[config.mk]
export PLATFORM = sky130hd
export DESIGN_NAME = wdc_window_watchdog
export DESIGN_NICKNAME = d
export VERILOG_FILES = /design/src/rtl/wdc_pkg.sv /design/src/rtl/wdc_cfg_bank.sv /design/src/rtl/wdc_window_cmp.sv /design/src/rtl/wdc_status_ctl.sv /design/src/rtl/wdc_window_watchdog.sv
export SDC_FILE = /design/constraint.sdc
export NUM_CORES = 1
export LEC_CHECK = 0
export BUFFER_PORTS_ARGS = -buffer_cell sky130_fd_sc_hd__clkbuf_2
export CAP_MARGIN = 25
export CORE_MARGIN = 10
export CORE_UTILIZATION = 45
export CTS_BUF_LIST = sky130_fd_sc_hd__clkbuf_8 sky130_fd_sc_hd__clkbuf_16
export DETAILED_ROUTE_END_ITERATION = 10
export PLACE_DENSITY = 0.67
export SLEW_MARGIN = 20
export SYNTH_ARGS = -nofsm -noshare
export SYNTH_HDL_FRONTEND = slang
export SYNTH_SLANG_ARGS = --single-unit
export TNS_END_PERCENT = 20
[constraint.sdc]
create_clock -name clk -period 5.35 [get_ports clk]
set_input_delay 0.2675 -clock clk [delete_from_list [all_inputs] [get_ports clk]]
set_output_delay 0.2675 -clock clk [all_outputs]
set_load 0.03 [all_outputs]
[src/rtl/wdc_pkg.sv]
package wdc_pkg;
  // Two limits per slot: index 0 is limit A, index 1 is limit B.
  localparam int NUM_LIMITS = 2;

  // Direction bit meaning for a limit.
  typedef enum logic {
    DIR_BELOW = 1'b0,
    DIR_ABOVE = 1'b1
  } wdc_dir_e;
endpackage

[src/rtl/wdc_cfg_bank.sv]
module wdc_cfg_bank
  import wdc_pkg::*;
#(
  parameter int SLOTS    = 8,
  parameter int SAMPLE_W = 9,
  localparam int SLOT_W  = $clog2(SLOTS),
  localparam int ADDR_W  = $clog2(2 * SLOTS + 3),
  localparam int DATA_W  = SAMPLE_W + 1
) (
  input  logic                                   clk,
  input  logic                                   rst_n,
  input  logic                                   wr_en,
  input  logic [ADDR_W-1:0]                      wr_addr,
  input  logic [DATA_W-1:0]                      wr_data,
  input  logic [ADDR_W-1:0]                      rd_addr,
  input  logic [SLOT_W-1:0]                      sel_slot,
  output logic [NUM_LIMITS-1:0][SAMPLE_W-1:0]    sel_lim,
  output logic [NUM_LIMITS-1:0]                  sel_dir,
  output logic [SAMPLE_W-1:0]                    offset,
  output logic [NUM_LIMITS-1:0]                  irq_en,
  output logic [DATA_W-1:0]                      rd_lim_data
);
  localparam int OFFS_ADDR = 2 * SLOTS;
  localparam int EN_ADDR   = 2 * SLOTS + 1;

  logic [SAMPLE_W-1:0]   lim_q [SLOTS][NUM_LIMITS];
  logic                  dir_q [SLOTS][NUM_LIMITS];
  logic [SAMPLE_W-1:0]   offset_q;
  logic [NUM_LIMITS-1:0] irq_en_q;

  // Limit table: entry (k, s) lives at address k*SLOTS + s.
  always_ff @(posedge clk or negedge rst_n) begin
    if (!rst_n) begin
      for (int s = 0; s < SLOTS; s++) begin
        for (int k = 0; k < NUM_LIMITS; k++) begin
          lim_q[s][k] <= '0;
          dir_q[s][k] <= 1'b0;
        end
      end
    end else if (wr_en) begin
      for (int s = 0; s < SLOTS; s++) begin
        for (int k = 0; k < NUM_LIMITS; k++) begin
          if (wr_addr == ADDR_W'(k * SLOTS + s)) begin
            lim_q[s][k] <= wr_data[SAMPLE_W-1:0];
            dir_q[s][k] <= wr_data[SAMPLE_W];
          end
        end
      end
    end
  end

  // Offset coefficient and per-limit interrupt enables.
  always_ff @(posedge clk or negedge rst_n) begin
    if (!rst_n) begin
      offset_q <= '0;
      irq_en_q <= '0;
    end else if (wr_en) begin
      if (wr_addr == ADDR_W'(OFFS_ADDR)) offset_q <= wr_data[SAMPLE_W-1:0];
      if (wr_addr == ADDR_W'(EN_ADDR))   irq_en_q <= wr_data[NUM_LIMITS-1:0];
    end
  end

  // Limits of the slot that owns the incoming sample.
  always_comb begin
    for (int k = 0; k < NUM_LIMITS; k++) begin
      sel_lim[k] = lim_q[sel_slot][k];
      sel_dir[k] = dir_q[sel_slot][k];
    end
  end

  // Readback of the limit table.
  always_comb begin
    rd_lim_data = '0;
    for (int s = 0; s < SLOTS; s++) begin
      for (int k = 0; k < NUM_LIMITS; k++) begin
        if (rd_addr == ADDR_W'(k * SLOTS + s))
          rd_lim_data = {dir_q[s][k], lim_q[s][k]};
      end
    end
  end

  assign offset = offset_q;
  assign irq_en = irq_en_q;
endmodule

[src/rtl/wdc_window_cmp.sv]
module wdc_window_cmp
  import wdc_pkg::*;
#(
  parameter int SAMPLE_W = 9
) (
  input  logic [SAMPLE_W-1:0]                 raw,
  input  logic [SAMPLE_W-1:0]                 offset,
  input  logic [NUM_LIMITS-1:0][SAMPLE_W-1:0] lim,
  input  logic [NUM_LIMITS-1:0]               dir,
  output logic [SAMPLE_W-1:0]                 corrected,
  output logic [NUM_LIMITS-1:0]               hit
);
  // Signed subtraction clamped to the SAMPLE_W signed range.
  function automatic logic [SAMPLE_W-1:0] sat_sub(
    input logic [SAMPLE_W-1:0] a,
    input logic [SAMPLE_W-1:0] b
  );
    logic [SAMPLE_W:0] d;
    d = {a[SAMPLE_W-1], a} - {b[SAMPLE_W-1], b};
    if (d[SAMPLE_W] == d[SAMPLE_W-1])
      return d[SAMPLE_W-1:0];
    else if (d[SAMPLE_W] == 1'b0)
      return {1'b0, {(SAMPLE_W-1){1'b1}}};
    else
      return {1'b1, {(SAMPLE_W-1){1'b0}}};
  endfunction

  // Strict signed crossing test in the selected direction.
  function automatic logic crosses(
    input logic [SAMPLE_W-1:0] value,
    input logic [SAMPLE_W-1:0] limit,
    input wdc_dir_e            way
  );
    if (way == DIR_ABOVE) return $signed(value) > $signed(limit);
    else                  return $signed(value) < $signed(limit);
  endfunction

  assign corrected = sat_sub(raw, offset);

  for (genvar k = 0; k < NUM_LIMITS; k++) begin : g_lim
    assign hit[k] = crosses(corrected, lim[k], wdc_dir_e'(dir[k]));
  end
endmodule

[src/rtl/wdc_status_ctl.sv]
module wdc_status_ctl
  import wdc_pkg::*;
(
  input  logic                  clk,
  input  logic                  rst_n,
  input  logic                  smp_valid,
  input  logic [NUM_LIMITS-1:0] hit,
  input  logic                  clr,
  input  logic [NUM_LIMITS-1:0] irq_en,
  output logic [NUM_LIMITS-1:0] status,
  output logic                  irq
);
  logic [NUM_LIMITS-1:0] status_q;
  logic [NUM_LIMITS-1:0] set_v;

  assign set_v = hit & {NUM_LIMITS{smp_valid}};

  // A fresh crossing outranks the clear that comes with a status read.
  always_ff @(posedge clk or negedge rst_n) begin
    if (!rst_n) status_q <= '0;
    else        status_q <= (clr ? '0 : status_q) | set_v;
  end

  assign status = status_q;
  assign irq    = |(status_q & irq_en);
endmodule

[src/rtl/wdc_window_watchdog.sv]
module wdc_window_watchdog
  import wdc_pkg::*;
#(
  parameter int SLOTS    = 8,
  parameter int SAMPLE_W = 9,
  localparam int SLOT_W  = $clog2(SLOTS),
  localparam int ADDR_W  = $clog2(2 * SLOTS + 3),
  localparam int DATA_W  = SAMPLE_W + 1
) (
  input  logic              clk,
  input  logic              rst_n,
  input  logic              smp_valid,
  input  logic [SLOT_W-1:0] smp_slot,
  input  logic [SAMPLE_W-1:0] smp_raw,
  input  logic              host_wr_en,
  input  logic [ADDR_W-1:0] host_wr_addr,
  input  logic [DATA_W-1:0] host_wr_data,
  input  logic              host_rd_en,
  input  logic [ADDR_W-1:0] host_rd_addr,
  output logic [DATA_W-1:0] host_rd_data,
  output logic              irq
);
  localparam int OFFS_ADDR = 2 * SLOTS;
  localparam int EN_ADDR   = 2 * SLOTS + 1;
  localparam int STAT_ADDR = 2 * SLOTS + 2;

  // Named internal events, visible to the bound checker.
  logic [NUM_LIMITS-1:0][SAMPLE_W-1:0] sel_lim;
  logic [NUM_LIMITS-1:0]               sel_dir;
  logic [SAMPLE_W-1:0]                 offset;
  logic [NUM_LIMITS-1:0]               irq_en;
  logic [DATA_W-1:0]                   rd_lim_data;
  logic [SAMPLE_W-1:0]                 corrected;
  logic [NUM_LIMITS-1:0]               cmp_hit;
  logic [NUM_LIMITS-1:0]               status;
  logic                                stat_clr;
  logic [DATA_W-1:0]                   rd_val;
  logic [DATA_W-1:0]                   rd_data_q;

  wdc_cfg_bank #(.SLOTS(SLOTS), .SAMPLE_W(SAMPLE_W)) u_bank (
    .clk         (clk),
    .rst_n       (rst_n),
    .wr_en       (host_wr_en),
    .wr_addr     (host_wr_addr),
    .wr_data     (host_wr_data),
    .rd_addr     (host_rd_addr),
    .sel_slot    (smp_slot),
    .sel_lim     (sel_lim),
    .sel_dir     (sel_dir),
    .offset      (offset),
    .irq_en      (irq_en),
    .rd_lim_data (rd_lim_data)
  );

  wdc_window_cmp #(.SAMPLE_W(SAMPLE_W)) u_cmp (
    .raw       (smp_raw),
    .offset    (offset),
    .lim       (sel_lim),
    .dir       (sel_dir),
    .corrected (corrected),
    .hit       (cmp_hit)
  );

  assign stat_clr = host_rd_en && (host_rd_addr == ADDR_W'(STAT_ADDR));

  wdc_status_ctl u_stat (
    .clk       (clk),
    .rst_n     (rst_n),
    .smp_valid (smp_valid),
    .hit       (cmp_hit),
    .clr       (stat_clr),
    .irq_en    (irq_en),
    .status    (status),
    .irq       (irq)
  );

  // Host read mux, registered one cycle.
  always_comb begin
    rd_val = '0;
    if (host_rd_addr < ADDR_W'(OFFS_ADDR))       rd_val = rd_lim_data;
    else if (host_rd_addr == ADDR_W'(OFFS_ADDR)) rd_val = DATA_W'(offset);
    else if (host_rd_addr == ADDR_W'(EN_ADDR))   rd_val = DATA_W'(irq_en);
    else if (host_rd_addr == ADDR_W'(STAT_ADDR)) rd_val = DATA_W'(status);
  end

  always_ff @(posedge clk or negedge rst_n) begin
    if (!rst_n)          rd_data_q <= '0;
    else if (host_rd_en) rd_data_q <= rd_val;
  end

  assign host_rd_data = rd_data_q;
endmodule

==> results by group <==
Global routing
  – Largest net degree at the start of global routing: 77
  – Vias in the first global route: 8,297
  – Total gr overflow: 0
  – First-pass GRT wire length: 52,200 um
  – Gr usage total: 22.2%
  – Initial antenna violation count: 1

Yosys
  – Share of Yosys cell area claimed by the top area cell type: 42.5%
  – Leading post-synthesis cells by cell area: dfrtp_1, mux2_2, mux4_2
  – Post-synthesis adder-cell area fraction: 3.55%
  – Combinational family with the most area after synthesis: multiplexers
  – Synth area leader: dfrtp_1
  – Syn Nets: 991
  – Mapped Avg Cell Area: 11.7 um^2
  – Synth cell types: 64
  – Post-synth EDFFs: 0
  – Simple-gate share of the synthesized area: 9.64%
  – Complex-gate fraction of the synthesized area: 11.1%
  – Top-count cell post-synth: dfrtp_1
  – XOR/XNOR Fraction of Synth Area: 0.568%
  – Mux contribution to synthesized area: 29.3%
  – #FFs+latches synth: 183
  – Post-Syn Area: 10,800 um^2
  – Most used DFF post-synth: dfrtp_1
  – Ys Warns: 0
  – Asr flop ratio synth: 100%
  – Commonest cells in the netlist: dfrtp_1, mux2_2, nor2_1, a21oi_1, nand2_1
  – Seq/Total Area, Yosys: 42.5%
  – Mapped Cells: 924

Critical path
  – CP Class: reg -> reg
  – R2r setup slk: 850 ps
  – Critical Path Fanout Max: 11
  – Crit path DAT: 4830 ps
  – Reg2Reg Depth: 18
  – Reg2reg start: u_bank.offset[0]$_DFFE_PN0P_
  – Critical Path Source: u_bank.offset[0]$_DFFE_PN0P_
  – Critical path required time: 5680 ps
  – Startpoint Class: register
  – Crit. End Element: register

STA
  – Worst relative slew slack: 38.8%
  – Skew final: 10.7 ps
  – Post-layout min period: 4500 ps
  – Final Max Slew Viols: 0
  – Achievable Freq: 222 MHz
  – Final period utilization: 84.2%
  – Worst slew pin tran: 911 ps
  – Setup violations, final: 0
  – RSZ-0062 raised after global routing: no
  – Setup TNS Final: 0 ps
  – Final worst setup slack: 846 ps
  – Hold Fails Final Rpt: 0

Floorplan
  – Die height: 175 um
  – Die X: 175 um
  – Ports: 48
  – DIE AREA: 30,600 um^2
  – CORE AREA: 23,500 um^2
  – Core Rows: 56
  – Initial Util: 45.8%

Flow run
  – Number of max-cap violations: 0

Min path
  – Hold Path Origin: smp_valid
  – Worst hold stages: 2
  – Hold crit path type: in -> reg

Layout
  – Fin nets: 1,016
  – Fin area: 11,900 um^2
  – ANT cells: 0
  – Final Core Density: 50.4%
  – Share of post-route cells with drive strength above 1: 33.4%
  – Area delta synth->final: 10.1%

Clock network
  – Root Buffer Master: clkbuf_16
  – Clock Tree Buf Depth: 2
  – Clock transition at path regs: 70 ps
  – H-Tree Depth: 4
  – Clk_lat worst skew: 450 ps
  – CTS Buf Count: 17
  – Clk sinks: 183
  – CTS tree: done

Status
  – Outcome: completed

Routing
  – Pre-Repair DR Iteration Count: 5
  – Vias: 8,370
  – DRC: 0
  – ANT nets after route: 0
  – Routed len/inst: 26.5 um
  – Via density: 6.53
  – Final WL: 34,000 um
  – First DRT Iteration DRCs: 939

Place
  – GPL Wtd Cong: 0.943
  – Post-DP HPWL: 24,400 um
  – Dpl cell area: 11,200 um^2
  – PortBufs: 47
  – Dpl ws: 885 ps

Power and ir drop
  – Maximum vdd drop: 0.000170 V
  – Total power: 0.00447 W
  – Pleak: 5.16 nW
  – Power per cell area: 376 nW/um^2
## through the flow
| step | hold slack [ps] | cells |
|---|---|---|
| 2_1_floorplan | -28.1 | 924 |
| 3_3_place_gp | 338 | 1246 |
| 3_5_place_dp | 338 | 1246 |
| 4_1_cts | 99.5 | 1279 |
| 5_1_grt | 136 | 1281 |
| 6_report | 114 | 1281 |
## per-layer routing
layer / GRT usage (%) / wire [um]
met4: 7.42 / 1020
met2: 34.1 / 15700
met5: 0 / 13
met1: 29.6 / 14200
met3: 6.27 / 3090
## flip-flops by register name, indices dropped and copies added, names as in the netlist
register       count
host_rd_data      10
u_stat.status      2
u_bank.dir_q      16
u_bank.lim_q     144
u_bank.irq_en      2
u_bank.offset      9
## cell usage in the layout, fill, tap and decap left out, types with 5 or more instances in the layout
master	netlist	layout
clkbuf_16	0	17
buf_4	6	15
inv_1	19	19
nand2_1	44	44
ha_1	29	29
mux2i_1	30	30
o211ai_1	13	13
nor4_1	5	5
o221ai_1	6	6
clkbuf_2	0	45
o21ai_0	30	30
a22oi_1	9	9
dfrtp_1	183	183
nand2b_1	11	11
mux4_2	40	40
o22ai_1	10	10
mux2_2	174	174
nor3_1	21	20
a21oi_1	45	45
nor2_1	55	55
a221oi_1	10	10
nand3_1	10	10
a222oi_1	5	5
nand3b_1	10	10
nand4_1	6	6
o21a_1	5	5
o21ai_1	8	8
nor2b_1	16	16
## repair_timing
action,in CTS,in global routing
setup endpoints to repair,0,0
hold buffers,1,0
resized for setup,0,0
hold endpoints to repair,74,0
buffers inserted,0,0
## worst max-delay path: stages, from the launching register on
cell      delay (ps)
dfrtp_1          380
ha_1             180
inv_1             60
fa_1             400
a21o_1           190
a21oi_1          230
o21ai_0          190
a21oi_1          190
o21bai_1         130
xor2_1           160
ha_1             470
nor2_1            80
a21oi_1          250
ha_1             310
a21oi_1          160
o21ai_0          130
a311o_1          370
mux2_2           290
a22o_1           230
## cell type report
class                           count  area (um^2)
Inverter                           19         71.3
Multi-Input combinational cell    664         5850
Clock inverter                     15          178
Tap cell                          319          399
Clock buffer                       17          425
Fill cell                        2132        11700
Sequential cell                   183         4580
Timing Repair Buffer               64          374
## power breakdown
part	internal, W	switching (W)
Combinational	0.000616	0.000663
Sequential	0.00165	0.000236
Clock	0.000670	0.000634
## kinds of logic (layout without fill, tap and decap cells)
logic type                 Yosys count  in the layout
buffers and inverters               77            115
adders and majority gates           30             30
DFF                                183            183
xor gates and xnor gates             7              7
and+or+nand+nor                    202            202
AOI/OAI and AO/OA                  181            181
muxes                              244            244
## final timing paths
path | endpoint
min in group asynchronous | u_bank.lim_q[141]$_DFFE_PN0P_
min | u_stat.status[0]$_DFF_PN0_
max | u_stat.status[0]$_DFF_PN0_
max reg2reg | u_stat.status[0]$_DFF_PN0_
max in group asynchronous | u_bank.lim_q[43]$_DFFE_PN0P_
min reg2reg | host_rd_data[2]$_DFFE_PN0P_
No activity file was read; power rests on OpenSTA's default activity.
